$ cat src/rtl/dol_pkg.sv
package dol_pkg;

    typedef enum logic [1:0] {
        OP_START = 2'd0,
        OP_WRITE = 2'd1,
        OP_READ  = 2'd2,
        OP_STOP  = 2'd3
    } i2c_op_e;

    typedef enum logic [3:0] {
        S_BOOT,
        S_START1,
        S_DEVW,
        S_WADDR,
        S_START2,
        S_DEVR,
        S_READ,
        S_STOP,
        S_DONE
    } seq_st_e;

    // record field offsets (the signature offset is REC_LEN-1)
    localparam int OFS_VID_LO = 0;
    localparam int OFS_VID_HI = 1;
    localparam int OFS_PID_LO = 2;
    localparam int OFS_PID_HI = 3;
    localparam int OFS_ATTR   = 4;
    localparam int OFS_PWR    = 5;

endpackage

$ cat src/rtl/dol_seq.sv
module dol_seq
    import dol_pkg::*;
#(
    parameter int         REC_LEN  = 8,
    parameter logic [7:0] DEV_ADDR = 8'hA0,
    parameter logic [7:0] WORD0    = 8'h00
) (
    input  logic                       clk,
    input  logic                       rst_n,
    input  logic                       cmd_ready,
    input  logic                       rsp_valid,
    input  logic                       rsp_ack,
    output logic                       cmd_valid,
    output i2c_op_e                    cmd_op,
    output logic [7:0]                 cmd_wdata,
    output logic                       cmd_rd_nack,
    output logic                       cap_en,
    output logic [$clog2(REC_LEN)-1:0] cap_idx,
    output logic                       fin,
    output logic                       fin_abort
);

    localparam int                IDXW = $clog2(REC_LEN);
    localparam logic [IDXW-1:0]   LAST = IDXW'(REC_LEN - 1);

    typedef struct packed {
        seq_st_e         st;
        logic            issued;
        logic            abort;
        logic [IDXW-1:0] idx;
    } seq_t;

    seq_t q, d;
    logic in_cmd;
    logic done_rsp;

    always_comb begin
        d           = q;
        cmd_op      = OP_START;
        cmd_wdata   = 8'h00;
        cmd_rd_nack = 1'b0;
        cap_en      = 1'b0;
        fin         = 1'b0;
        in_cmd      = (q.st != S_BOOT) && (q.st != S_DONE);

        case (q.st)
            S_START1, S_START2: cmd_op = OP_START;
            S_DEVW: begin
                cmd_op    = OP_WRITE;
                cmd_wdata = DEV_ADDR;
            end
            S_WADDR: begin
                cmd_op    = OP_WRITE;
                cmd_wdata = WORD0;
            end
            S_DEVR: begin
                cmd_op    = OP_WRITE;
                cmd_wdata = DEV_ADDR | 8'h01;
            end
            S_READ: begin
                cmd_op      = OP_READ;
                cmd_rd_nack = (q.idx == LAST);
            end
            S_STOP:  cmd_op = OP_STOP;
            default: cmd_op = OP_START;
        endcase

        cmd_valid = in_cmd && !q.issued;
        if (cmd_valid && cmd_ready) begin
            d.issued = 1'b1;
        end

        done_rsp = q.issued && rsp_valid;

        if (q.st == S_BOOT) begin
            d.st = S_START1;
        end else if (done_rsp) begin
            d.issued = 1'b0;
            case (q.st)
                S_START1: d.st = S_DEVW;
                S_DEVW: begin
                    if (rsp_ack) begin
                        d.st = S_WADDR;
                    end else begin
                        d.abort = 1'b1;
                        d.st    = S_STOP;
                    end
                end
                S_WADDR: begin
                    if (rsp_ack) begin
                        d.st = S_START2;
                    end else begin
                        d.abort = 1'b1;
                        d.st    = S_STOP;
                    end
                end
                S_START2: d.st = S_DEVR;
                S_DEVR: begin
                    if (rsp_ack) begin
                        d.st  = S_READ;
                        d.idx = '0;
                    end else begin
                        d.abort = 1'b1;
                        d.st    = S_STOP;
                    end
                end
                S_READ: begin
                    cap_en = 1'b1;
                    if (q.idx == LAST) begin
                        d.st = S_STOP;
                    end else begin
                        d.idx = q.idx + 1'b1;
                    end
                end
                S_STOP: begin
                    fin  = 1'b1;
                    d.st = S_DONE;
                end
                default: d.st = q.st;
            endcase
        end

        cap_idx   = q.idx;
        fin_abort = q.abort;
    end

    always_ff @(posedge clk) begin
        if (!rst_n) begin
            q.st     <= S_BOOT;
            q.issued <= 1'b0;
            q.abort  <= 1'b0;
            q.idx    <= '0;
        end else begin
            q <= d;
        end
    end

endmodule

$ cat src/rtl/dol_shadow.sv
module dol_shadow #(
    parameter int REC_LEN = 8
) (
    input  logic                           clk,
    input  logic                           rst_n,
    input  logic                           cap_en,
    input  logic [$clog2(REC_LEN)-1:0]     cap_idx,
    input  logic [7:0]                     cap_data,
    output logic [REC_LEN-1:0][7:0]        rec
);

    localparam int IDXW = $clog2(REC_LEN);

    logic [REC_LEN-1:0][7:0] rec_d, rec_q;

    for (genvar i = 0; i < REC_LEN; i++) begin : g_byte
        always_comb begin
            rec_d[i] = rec_q[i];
            if (cap_en && (cap_idx == IDXW'(i))) begin
                rec_d[i] = cap_data;
            end
        end
    end

    always_ff @(posedge clk) begin
        if (!rst_n) begin
            rec_q <= '0;
        end else begin
            rec_q <= rec_d;
        end
    end

    assign rec = rec_q;

endmodule

$ cat src/rtl/dol_commit.sv
module dol_commit
    import dol_pkg::*;
#(
    parameter int          REC_LEN  = 8,
    parameter logic [7:0]  SIG      = 8'h58,
    parameter logic [15:0] DEF_VID  = 16'h1D6B,
    parameter logic [15:0] DEF_PID  = 16'h0104,
    parameter logic [7:0]  DEF_ATTR = 8'h80,
    parameter logic [7:0]  DEF_PWR  = 8'h32
) (
    input  logic                    clk,
    input  logic                    rst_n,
    input  logic                    fin,
    input  logic                    fin_abort,
    input  logic [REC_LEN-1:0][7:0] rec,
    output logic [15:0]             vendor_id,
    output logic [15:0]             product_id,
    output logic [7:0]              cfg_attr,
    output logic [7:0]              max_power,
    output logic                    load_done,
    output logic                    load_ok
);

    localparam int OFS_SIG = REC_LEN - 1;

    typedef struct packed {
        logic        done;
        logic        ok;
        logic [15:0] vid;
        logic [15:0] pid;
        logic [7:0]  attr;
        logic [7:0]  pwr;
    } out_t;

    out_t q, d;
    logic sig_match;

    always_comb begin
        d         = q;
        sig_match = (rec[OFS_SIG] == SIG);
        if (fin && !q.done) begin
            d.done = 1'b1;
            if (!fin_abort && sig_match) begin
                d.ok   = 1'b1;
                d.vid  = {rec[OFS_VID_HI], rec[OFS_VID_LO]};
                d.pid  = {rec[OFS_PID_HI], rec[OFS_PID_LO]};
                d.attr = rec[OFS_ATTR];
                d.pwr  = rec[OFS_PWR];
            end
        end
    end

    always_ff @(posedge clk) begin
        if (!rst_n) begin
            q.done <= 1'b0;
            q.ok   <= 1'b0;
            q.vid  <= DEF_VID;
            q.pid  <= DEF_PID;
            q.attr <= DEF_ATTR;
            q.pwr  <= DEF_PWR;
        end else begin
            q <= d;
        end
    end

    assign vendor_id  = q.vid;
    assign product_id = q.pid;
    assign cfg_attr   = q.attr;
    assign max_power  = q.pwr;
    assign load_done  = q.done;
    assign load_ok    = q.ok;

endmodule

$ cat src/rtl/desc_override_loader.sv
module desc_override_loader
    import dol_pkg::*;
#(
    parameter int          REC_LEN  = 8,
    parameter logic [7:0]  DEV_ADDR = 8'hA0,
    parameter logic [7:0]  SIG      = 8'h58,
    parameter logic [15:0] DEF_VID  = 16'h1D6B,
    parameter logic [15:0] DEF_PID  = 16'h0104,
    parameter logic [7:0]  DEF_ATTR = 8'h80,
    parameter logic [7:0]  DEF_PWR  = 8'h32
) (
    input  logic        clk,
    input  logic        rst_n,
    output logic        cmd_valid,
    input  logic        cmd_ready,
    output logic [1:0]  cmd_op,
    output logic [7:0]  cmd_wdata,
    output logic        cmd_rd_nack,
    input  logic        rsp_valid,
    input  logic        rsp_ack,
    input  logic [7:0]  rsp_rdata,
    output logic [15:0] vendor_id,
    output logic [15:0] product_id,
    output logic [7:0]  cfg_attr,
    output logic [7:0]  max_power,
    output logic        load_done,
    output logic        load_ok
);

    localparam int IDXW = $clog2(REC_LEN);

    i2c_op_e                 op_e;
    logic                    cap_en;
    logic [IDXW-1:0]         cap_idx;
    logic                    fin;
    logic                    fin_abort;
    logic [REC_LEN-1:0][7:0] rec;

    dol_seq #(
        .REC_LEN  (REC_LEN),
        .DEV_ADDR (DEV_ADDR),
        .WORD0    (8'h00)
    ) u_seq (
        .clk         (clk),
        .rst_n       (rst_n),
        .cmd_ready   (cmd_ready),
        .rsp_valid   (rsp_valid),
        .rsp_ack     (rsp_ack),
        .cmd_valid   (cmd_valid),
        .cmd_op      (op_e),
        .cmd_wdata   (cmd_wdata),
        .cmd_rd_nack (cmd_rd_nack),
        .cap_en      (cap_en),
        .cap_idx     (cap_idx),
        .fin         (fin),
        .fin_abort   (fin_abort)
    );

    assign cmd_op = op_e;

    dol_shadow #(
        .REC_LEN (REC_LEN)
    ) u_shadow (
        .clk      (clk),
        .rst_n    (rst_n),
        .cap_en   (cap_en),
        .cap_idx  (cap_idx),
        .cap_data (rsp_rdata),
        .rec      (rec)
    );

    dol_commit #(
        .REC_LEN  (REC_LEN),
        .SIG      (SIG),
        .DEF_VID  (DEF_VID),
        .DEF_PID  (DEF_PID),
        .DEF_ATTR (DEF_ATTR),
        .DEF_PWR  (DEF_PWR)
    ) u_commit (
        .clk        (clk),
        .rst_n      (rst_n),
        .fin        (fin),
        .fin_abort  (fin_abort),
        .rec        (rec),
        .vendor_id  (vendor_id),
        .product_id (product_id),
        .cfg_attr   (cfg_attr),
        .max_power  (max_power),
        .load_done  (load_done),
        .load_ok    (load_ok)
    );

endmodule

$ cat config.mk
export PLATFORM = sky130hd
export DESIGN_NAME = desc_override_loader
export DESIGN_NICKNAME = d
export VERILOG_FILES = /design/src/rtl/dol_pkg.sv /design/src/rtl/dol_seq.sv /design/src/rtl/dol_shadow.sv /design/src/rtl/dol_commit.sv /design/src/rtl/desc_override_loader.sv
export SDC_FILE = /design/constraint.sdc
export NUM_CORES = 1
export LEC_CHECK = 0
export BUFFER_PORTS_ARGS = -buffer_cell sky130_fd_sc_hd__buf_2
export CORE_MARGIN = 2
export CORE_UTILIZATION = 40
export CTS_BUF_LIST = sky130_fd_sc_hd__clkbuf_16
export DETAILED_ROUTE_END_ITERATION = 10
export PLACE_DENSITY = 0.62
export SLEW_MARGIN = 20
export SYNTH_ARGS = -nofsm -noshare
export SYNTH_HDL_FRONTEND = slang
export SYNTH_SLANG_ARGS = --single-unit
$ cat constraint.sdc
create_clock -name clk -period 3.7 [get_ports clk]
set_input_delay 0.185 -clock clk [delete_from_list [all_inputs] [get_ports clk]]
set_output_delay 0.185 -clock clk [all_outputs]
set_load 0.005 [all_outputs]
### Yosys cells after proc, flatten, opt, wreduce, memory -nomap -nowiden

Index checks and enable logic that the tools add are counted.

* output and inout bits: 62
* register bits after elaboration: 115
* logic and storage cells: 94

* equal/unequal tests: 19
* mux-type cells: 23
* reduce and logical (&&, ||, !) cells: 30
* add/subtract/negate cells: 1
* bitwise gates (word level): 3

Operators with widths (number)
* $pmux 4 s7: 1
* $eq 4x3->1 const B: 4
* $pmux 8 s2: 1
* $logic_and 1x1->1: 13
* $mux 1: 12
* $eq 3x3->1 const B: 3
* $mux 3: 3
* $eq 4x2->1 const B: 2
* $eq 8x7->1 const B: 1
* $reduce_bool 8->1: 1
* $reduce_bool 7->1: 1
* $eq 3x2->1 const B: 2
* $mux 6: 1
* $pmux 2 s3: 1
* $pmux 3 s2: 1
* $reduce_and 3->1: 2
* $mux 5: 1
* $reduce_and 5->1: 1
* $eq 4x1->1 const B: 1
* $logic_not 4->1: 1
* $mux 4: 1
* $ne 2x2->1 const B: 2
* $ne 4x4->1 const B: 1
* $reduce_and 4->1: 1
* other kinds (13): 18

### Depth between registers and ports, before layout

Gate-level depths: netlist of the first run.

* depth in word-level cells: 7
* gate-level depth with buffers: 7
* gate-level depth less buffers: 5

### Hierarchy

Synthesis of the first run repeated with hierarchy kept, for this count alone.

* cell total of the unflattened synthesis: 522
* area total of the unflattened synthesis: 5051.1 µm²

By module, submodules not included
* dol_shadow: area each 2348.5 µm², times used 1, cells an instance 223
* dol_commit: area each 2078.2 µm², times used 1, cells an instance 217
* dol_seq: area each 624.3 µm², times used 1, cells an instance 82

### Worst setup path after synthesis of the first run

Ideal clock, no wire load.

* path kind: flip-flop to flip-flop
* start: reg u_seq.q[8] (netlist name)
* end: reg u_commit.q (netlist bit u_commit.max_power[3])
* setup time: 0.143 ns
* arrival time: 1.345 ns
* stages on the path, launching flop included: 8
* data required time: 3.557 ns
* clock period less this slack: 1.488 ns
* path buffers: 3
* path slack: 2.212 ns
* cell sequence: dfxtp_1 and3b_1 buf_6 nand4_2 buf_6 buf_6 o21ai_0 a21oi_2

* longest elaborated chain between the ends: 6
* elaborated cells between the ends (all ways): 7
* those cells by class: eq/ne: 1; mux: 3; reduce/logical: 3

RTL lines
* start, declared: RTL line dol_seq.sv:33 `seq_t q, d;`
* $eq 4x3->1: RTL line dol_seq.sv:79 `case (q.st)`
* $mux 1: RTL line dol_seq.sv:79
* $mux 1: RTL line dol_seq.sv:77 `end else if (done_rsp) begin`
* $mux 1 *: RTL line dol_seq.sv:75 `if (q.st == S_BOOT) begin`
* $logic_and 1x1->1 *: RTL line dol_commit.sv:41 `if (fin && !q.done) begin`
* $reduce_and 2->1 (no line) *
* end, declared: RTL line dol_commit.sv:35 `out_t q, d;`

Mark *: on every way between the ends. The rest lies on a longest branch, timed or not.
A chain may end at the register's enable or synchronous reset.

### Final worst setup path of the first run

* start: reg u_seq.q[7] (netlist name)
* end: out cmd_rd_nack

* longest elaborated chain between the ends: 2

RTL lines
* $eq 4x3->1: RTL line dol_seq.sv:46 `case (q.st)`
* $mux 1: RTL line dol_seq.sv:46
* end, declared: RTL line desc_override_loader.sv:18 `output logic cmd_rd_nack,`

No other way between the ends.

==> impl_metrics.json, run 1 <==
{
  "vias_per_cell": 5.33,
  "netlist_top_cells_count": "dfxtp_1, nand3_1, o21ai_0",
  "synth_edf_count": 0,
  "io_pins": 75,
  "p_comb_frac": 0.024,
  "setup_viol": 0,
  "die-area_sq_um": 13200,
  "die_x_um": 115,
  "cp_num_cells": 3,
  "worst_pin_slew_ns": 1.00,
  "die_h_um": 115,
  "h-tree-depth": 4,
  "cp_max_fo": 12,
  "dr.first_iter.drc_count": 233,
  "crit_chain": "nor4bb_4 > and2_1 > buf_2",
  "ys.flop_type": "dfxtp_1",
  "antenna_found_initial": 0,
  "worstReg2RegStart": "u_seq.q[7]",
  "final_core_util": 0.480,
  "ys_warn_count": 0,
  "cts_hold_buffers": 0,
  "start_util": 0.409,
  "rr_worst_depth": 4,
  "ys_ff_latch": 115,
  "report.final.hold_viol_count": 0,
  "cts_resized": 0,
  "clockRootBuffer": "clkbuf_16",
  "setup_tns_ns": 0,
  "synth_area_leaders": "dfxtp_1, nand3_1, nand3_2",
  "critPathRequiredTime_ns": 3.51,
  "worstPathArrival_ns": 2.31,
  "vias": 3809,
  "crit_family": "simple AND/OR/NAND/NOR gates",
  "p_int_w": 0.00224,
  "status": "completed",
  "yosysTopAreaCell": "dfxtp_1",
  "p_sw_w": 0.000632,
  "slew_headroom": 0.331,
  "grt.overflow.total": 0,
  "synth_most_common_cell": "dfxtp_1",
  "drc_errors": 0,
  "start_kind": "register",
  "cts_made_buffers": 17,
  "whs_ns": 0.0528,
  "crit_path_end": "cmd_rd_nack",
  "dp_cells": 683,
  "grt_pass1_vias": 3675,
  "detail-route-antenna-nets": 0,
  "num_antenna_cells": 0,
  "drt_wl_total_mm": 11.0,
  "finalWeightedCongestion": 0.774,
  "yosysSeqAreaShare": 0.469,
  "synthCells": 509,
  "syn-mean-instance-area_sq_um": 9.65,
  "leakage_nw": 2.16,
  "reg2reg_to": "u_shadow.rec[58]",
  "cts_buffer_depth": 2,
  "slowest_delay_ns": 0.96,
  "cts_tree": "done",
  "grt_pass1_wl_mm": 18.4,
  "skew_ns": 0.0179,
  "cp-end-kind": "output port",
  "seqPwrFrac": 0.435,
  "finalCritPeriodShare": 0.673,
  "synth_top_area_share": 0.469,
  "rsz0062_at_grt": "no",
  "startpoint": "u_seq.q[7]",
  "crit_buf_inv": 1,
  "ir_drop_mv": 0.313,
  "drive_gt1_frac": 0.329,
  "dp_hpwl_mm": 7.41,
  "power_density_nw_per_um2": 498,
  "area_delta_synth_final_pct": 17.4,
  "ff2ff_setup_slack_ns": 1.41,
  "grt_start_max_net_pins": 70,
  "track_usage": 0.179,
  "crit_type": "register to output port",
  "synth.distinct_cells": 44,
  "dr.pass1.iters": 4,
  "post-cts-setup-buffers": 0,
  "nets": 574,
  "fmax_mhz": 401,
  "report.final.slew_viol_count": 0,
  "slowest_stage": "nor4bb_4",
  "synthArstFlopShare": 0,
  "stdcell_count": 715,
  "rows": 40,
  "clk_pin_slew_ns": 0.05,
  "post_drt_wl_per_cell_um": 15.4,
  "cap_violations": 0,
  "numPortBuffers": 69,
  "clock_latency_ns": 0.42,
  "core_sq_um": 12000,
  "synth_area_sq_um": 4910,
  "post-route-min-period_ns": 2.49,
  "hold_class": "input pin to register",
  "clkPwrFrac": 0.541,
  "sw_frac_of_total": 0.220,
  "cts_sinks": 115
}
-- layout make-up --
type	instances	area, sq um
Sequential cell	115	2300
Multi-Input combinational cell	341	2290
Inverter	5	18.8
Clock buffer	17	425
Tap cell	147	184
Fill cell	1106	6250
Timing Repair Buffer	75	403
Clock inverter	15	143
-- worst reg2reg max path, delay by kind of cell, from the launching register on --
kind,cells,cell delay (ns)
flops,1,0.53
simple gates,3,1.36
mux,1,0.26
-- power groups by stage --
| stage | Sequential [W] | Combinational [W] | Clock, W |
|---|---|---|---|
| finish | 0.00125 | 0.0000697 | 0.00155 |
| global route | 0.00125 | 0.0000765 | 0.00164 |
| CTS | 0.00125 | 0.0000712 | 0.00158 |
| detailed placement | 0.00127 | 0.0000713 | 0 |
| global placement | 0.00127 | 0.0000704 | 0 |
| floorplan | 0.00127 | 0.0000526 | 0 |
-- worst min-delay path by stage --
stage                                 from          endpoint  cells past startpoint
final                         rsp_rdata[6]  u_shadow.rec[30]                      3
after global routing          rsp_rdata[3]  u_shadow.rec[59]                      3
after CTS                     rsp_rdata[6]  u_shadow.rec[30]                      3
after detailed placement  u_shadow.rec[12]  u_shadow.rec[12]                      2
after global placement    u_commit.load_ok  u_commit.load_ok                      1
after floorplan               rsp_rdata[0]  u_shadow.rec[24]                      2
-- flip-flops by register name, indices dropped and copies added, names as in the netlist --
register             count
u_commit.load_ok         1
u_commit.cfg_attr        8
u_seq.fin_abort          1
u_seq.cap_idx            3
u_shadow.rec            56
u_commit.load_done       1
u_commit.max_power       8
u_seq.q                  5
u_commit.vendor_id      16
u_commit.product_id     16
-- metrics by stage --
step / setup slack (ns) / power, W / area [sq um]
floorplan: 2.21 / 0.00132 / 4930
global placement: 1.47 / 0.00134 / 5190
detailed placement: 1.43 / 0.00135 / 5190
CTS: 1.17 / 0.00290 / 5760
global route: 1.05 / 0.00296 / 5760
finish: 1.21 / 0.00287 / 5760
-- routing by layer --
layer / vias up / GRT usage / wire length (um)
met5: - / 0 / 0
met4: 0 / 0.0803 / 181
li1: 1899 / - / -
met2: 96 / 0.290 / 5180
met1: 1795 / 0.223 / 5080
met3: 19 / 0.0490 / 537
-- cell usage in the layout (no fill, tap or decap), drive strengths merged, types with 2 or more instances in the layout --
master / n
a21oi: 35
a31oi: 2
and2: 2
and3b: 2
buf: 75
bufinv: 2
clkbuf: 17
clkinv: 9
clkinvlp: 4
conb: 5
dfxtp: 115
ha: 6
inv: 5
mux2i: 16
nand2: 17
nand2b: 2
nand3: 106
nand4: 6
nor2: 27
nor2b: 4
nor3: 4
o21ai: 90
o22ai: 2
o32ai: 2
-- cells by family (layout without fill, tap and decap cells) --
logic type                 after synthesis  in the layout  share of synthesized area
and+or+nand+nor                        177            177                      0.236
muxes                                   16             16                     0.0326
other                                    1              5                   0.000764
AOI/OAI and AO/OA                      137            137                      0.175
buffers and inverters                   57            112                     0.0721
adders and majority gates                6              6                     0.0153
DFF                                    115            115                      0.469
Note: power is estimated with default switching activity, not from simulation.
==> run 2, diff against run 1 <==
- PLACE_DENSITY: 0.62 -> 0.64
- clock period: 3.7 -> 2.2 ns (I/O delays scaled with it)
==> run 2 against run 1 <==
  * First-iteration DRC count down 2.1%
  * Total power up 74%
  * Register-to-register slack worse by 1.0 ns
  * Wire length about the same
  * Critical path depth is 1 higher
  * Design area increased by 2.5%
  * Clock power increased by 78%
  * Critical path type unchanged
  * Largest cell class unchanged
  * Critical endpoint unchanged
==> impl_metrics.json, run 2 (same netlist as run 1, synthesis figures left out) <==
{
  "rr_worst_depth": 5,
  "rows": 40,
  "nFillCells": 1110,
  "report.final.slew_viol_count": 0,
  "status": "completed",
  "hold_path_end": "u_shadow.rec[58]",
  "cp-end-kind": "output port",
  "post-cts-setup-buffers": 0,
  "crit_type": "register to output port",
  "ir_drop_mv": 0.541,
  "vias": 3851,
  "dr.first_iter.drc_count": 228,
  "report.final.hold_viol_count": 0,
  "power_density_nw_per_um2": 845,
  "track_usage": 0.174,
  "cp_max_fo": 12,
  "cts_resized": 0,
  "num_antenna_cells": 0,
  "final_cell_mix": "dfxtp_1, nand3_1, buf_2, o21ai_0, o21ai_1",
  "antenna_found_initial": 0,
  "cts_made_buffers": 17,
  "die_h_um": 115,
  "worstReg2RegStart": "u_seq.q[7]",
  "cts_sinks": 115,
  "clockRootBuffer": "clkbuf_16",
  "ff2ff_setup_slack_ns": 0.36,
  "cts_tree": "done",
  "whs_ns": 0.00797,
  "drc_errors": 0,
  "clock_latency_ns": 0.42,
  "finalCritPeriodShare": 0.924,
  "cts_buffer_depth": 2,
  "start_kind": "register",
  "reg2reg_to": "u_seq.q[5]",
  "slew_headroom": 0.605,
  "finalWeightedCongestion": 0.805,
  "hp-start": "rsp_rdata[2]",
  "vias_per_cell": 5.30,
  "cap_violations": 0,
  "worst_pin_slew_ns": 0.591,
  "final_common_cell": "dfxtp_1",
  "rsz0062_at_grt": "no",
  "die_x_um": 115,
  "clk_pin_slew_ns": 0.06,
  "io_pins": 75,
  "post-route-min-period_ns": 2.03,
  "core_sq_um": 12000,
  "drt_wl_total_mm": 11.0,
  "die-area_sq_um": 13200,
  "grt_start_max_net_pins": 50,
  "nets": 585,
  "area_delta_synth_final_pct": 20.3,
  "drive_gt1_frac": 0.328,
  "fmax_mhz": 492,
  "setup_tns_ns": 0,
  "hold_class": "input pin to register",
  "post_drt_wl_per_cell_um": 15.1,
  "dp_hpwl_mm": 7.32,
  "dr.pass1.iters": 5,
  "start_util": 0.409,
  "h-tree-depth": 4,
  "numPortBuffers": 69,
  "setup_viol": 0,
  "grt_pass1_vias": 3601,
  "grt.overflow.total": 0,
  "hold-path-cell-count": 3,
  "critPathRequiredTime_ns": 2.09,
  "leakage_nw": 2.23,
  "skew_ns": 0.0111,
  "detail-route-antenna-nets": 0,
  "worstPathArrival_ns": 1.92,
  "grt_pass1_wl_mm": 18.1,
  "largest_reg_flops": 56
}
[run 2: cell count changes in the layout (fill, tap and decap cells not counted), sizes merged]
cell / previous run / this run
dlygate4sd3: 0 / 7
inv: 5 / 12
buf: 75 / 79
clkinv: 9 / 5
clkinvlp: 4 / 1
[run 2: stage by stage]
stage                     setup slack (ns)  cells  total power, W  instance area, sq um   util
after detailed placement             0.356    687         0.00227                  5240  0.436
after global placement               0.414    687         0.00226                  5240  0.436
after global routing                0.0481    726         0.00513                  5910  0.492
after CTS                            0.146    726         0.00504                  5910  0.492
after floorplan                      0.712    513         0.00222                  4930      -
final                                0.167    726         0.00499                  5910  0.492
[run 2: critical path, cell delays in order, from the launching register on]
cell	delay (ns)
dfxtp_1	0.54
nor4bb_4	0.38
buf_4	0.28
and2_1	0.19
buf_2	0.12
[run 2: metal layers]
layer | global-route usage | vias to the layer above | share of wire
li1 | - | 1922 | -
met1 | 0.225 | 1825 | 0.47
met2 | 0.281 | 87 | 0.48
met3 | 0.0506 | 17 | 0.043
met4 | 0.0602 | 0 | 0.016
met5 | 0 | - | 0
[run 2: worst max path at each step]
| stage | from | endpoint | slack (ns) | cells after the start |
|---|---|---|---|---|
| after CTS | u_seq.q[7] | cmd_rd_nack | 0.15 | 4 |
| after floorplan | u_seq.q[8] | u_commit.max_power[3] | 0.71 | 7 |
| after detailed placement | u_seq.q[7] | u_seq.q[5] | 0.36 | 5 |
| after global routing | u_seq.q[6] | cmd_rd_nack | 0.05 | 4 |
| after global placement | u_seq.q[7] | u_seq.q[5] | 0.41 | 5 |
| final | u_seq.q[7] | cmd_rd_nack | 0.17 | 4 |
[run 2: report_power, final]
part	internal, W	switching [W]
clock	0.00170	0.00106
sequential	0.00209	0.0000114
combinational	0.0000395	0.0000916
[run 2: final cells by class]
cell class	instances	area, sq um	share of cell area
clock buffer	17	425	0.0720
clock inverter	15	173	0.0292
inverter	5	18.8	0.00318
multi-input combinational	341	2290	0.387
sequential	115	2300	0.390
tap	147	184	0.0311
timing repair buffer	86	515	0.0873
[run 2: what timing repair did]
| action | in CTS | in global routing |
|---|---|---|
| endpoints found under the hold margin | 13 | 0 |
| hold buffers | 7 | 0 |
| endpoints found under the setup margin | 0 | 0 |
==> run 3, diff against run 2 <==
- RECOVER_POWER: not set -> 50
==> run 3 against run 2 <==
  * Die area stayed put
  * Wire length up 0.16%
  * Flip-flop and latch count is the same
  * Global-route usage stayed put
  * Sequential share of layout area grew 0.36 points
  * Core utilization is 0.45 points lower
  * Critical path depth unchanged
  * Critical endpoint unchanged
  * Largest cell class unchanged
  * Largest power group unchanged
==> impl_metrics.json, run 3 (same netlist as run 1, synthesis figures left out) <==
{
  "worstPathArrival_ns": 1.92,
  "core_sq_um": 12000,
  "status": "completed",
  "numPortBuffers": 69,
  "dr.first_iter.drc_count": 241,
  "io_pins": 75,
  "die_x_um": 115,
  "h-tree-depth": 4,
  "start_kind": "register",
  "crit_type": "register to output port",
  "die_h_um": 115,
  "grt_pass1_vias": 3601,
  "cts_tree": "done",
  "grt.overflow.total": 0,
  "grt_start_max_net_pins": 50,
  "cts_resized": 0,
  "fmax_mhz": 493,
  "worst_pin_slew_ns": 0.593,
  "crit_chain": "nor4bb_4 > buf_4 > and2_1 > buf_2",
  "cts_buffer_depth": 2,
  "setup_viol": 0,
  "die-area_sq_um": 13200,
  "num_antenna_cells": 0,
  "start_util": 0.409,
  "vias": 3829,
  "post-route-min-period_ns": 2.03,
  "critPathRequiredTime_ns": 2.09,
  "cts_made_buffers": 17,
  "slew_headroom": 0.604,
  "leakage_nw": 2.11,
  "finalWeightedCongestion": 0.805,
  "dr.pass1.iters": 4,
  "cts_sinks": 115,
  "area_delta_synth_final_pct": 19.2,
  "slowest_stage": "dfxtp_1",
  "post_drt_wl_per_cell_um": 15.2,
  "grt_pass1_wl_mm": 18.1,
  "clk_pin_slew_ns": 0.06,
  "track_usage": 0.174,
  "drc_errors": 0,
  "setup_ws_ns": 0.173,
  "rsz0062_at_grt": "no",
  "cp-end-kind": "output port",
  "largest_reg_flops": 56,
  "slowest_delay_ns": 0.54,
  "vias_per_cell": 5.27,
  "power_density_nw_per_um2": 851,
  "setup_tns_ns": 0,
  "report.final.slew_viol_count": 0,
  "drive_gt1_frac": 0.264,
  "nets": 585,
  "whs_ns": 0.0124,
  "hold_class": "input pin to register",
  "final_common_cell": "dfxtp_1",
  "final_cell_mix": "dfxtp_1, nand3_1, o21ai_0, o21ai_1, clkbuf_1",
  "ff2ff_setup_slack_ns": 0.27,
  "report.final.hold_viol_count": 0,
  "antenna_found_initial": 0,
  "skew_ns": 0.00853,
  "drt_wl_total_mm": 11.0,
  "finalCritPeriodShare": 0.921,
  "detail-route-antenna-nets": 0,
  "rows": 40,
  "dp_worst_setup_slack_ns": 0.356,
  "clock_latency_ns": 0.41,
  "post-cts-setup-buffers": 0,
  "ir_drop_mv": 0.535,
  "dp_hpwl_mm": 7.32,
  "clockRootBuffer": "clkbuf_16",
  "cp_max_fo": 12,
  "cap_violations": 0,
  "cts_hold_buffers": 7
}
-- run 3: metrics by stage --
step                cell area, sq um  total power (W)  utilization  instances
finish                          5850          0.00498        0.487        726
floorplan                       4930          0.00222            -        513
CTS                             5910          0.00504        0.492        726
global route                    5850          0.00513        0.487        726
global placement                5240          0.00226        0.436        687
detailed placement              5240          0.00227        0.436        687
-- run 3: layer usage --
| layer | GRT usage | share of wire | vias to the layer above |
|---|---|---|---|
| met1 | 0.225 | 0.45 | 1803 |
| met4 | 0.0602 | 0.013 | 0 |
| li1 | - | - | 1920 |
| met2 | 0.281 | 0.49 | 93 |
| met5 | 0 | 0 | - |
| met3 | 0.0506 | 0.048 | 13 |
-- run 3: final cells by class --
cell class,instances,area (sq um)
fill,1125,6160
sequential,115,2300
multi-input combinational,341,2280
timing repair buffer,86,470
clock buffer,17,425
tap,147,184
clock inverter,15,173
inverter,5,18.8
-- run 3: worst paths after layout --
path / startpoint / to / depth (start not counted)
worst min register to register: u_commit.load_ok / u_commit.load_ok / 1
worst max-delay path: u_seq.q[7] / cmd_rd_nack / 4
worst max register to register: u_seq.q[7] / u_shadow.rec[28] / 5
worst min-delay path: rsp_rdata[2] / u_shadow.rec[58] / 3
-- run 3: power by group --
group | switching, W | internal, W
clock | 0.00105 | 0.00170
sequential | 0.0000114 | 0.00209
combinational | 0.0000914 | 0.0000394
-- run 3: critical path, delay by kind of cell (launching register included) --
| kind | cells | cell delay (ns) |
|---|---|---|
| buf+inv | 2 | 0.39 |
| flops | 1 | 0.54 |
| simple gates | 2 | 0.57 |
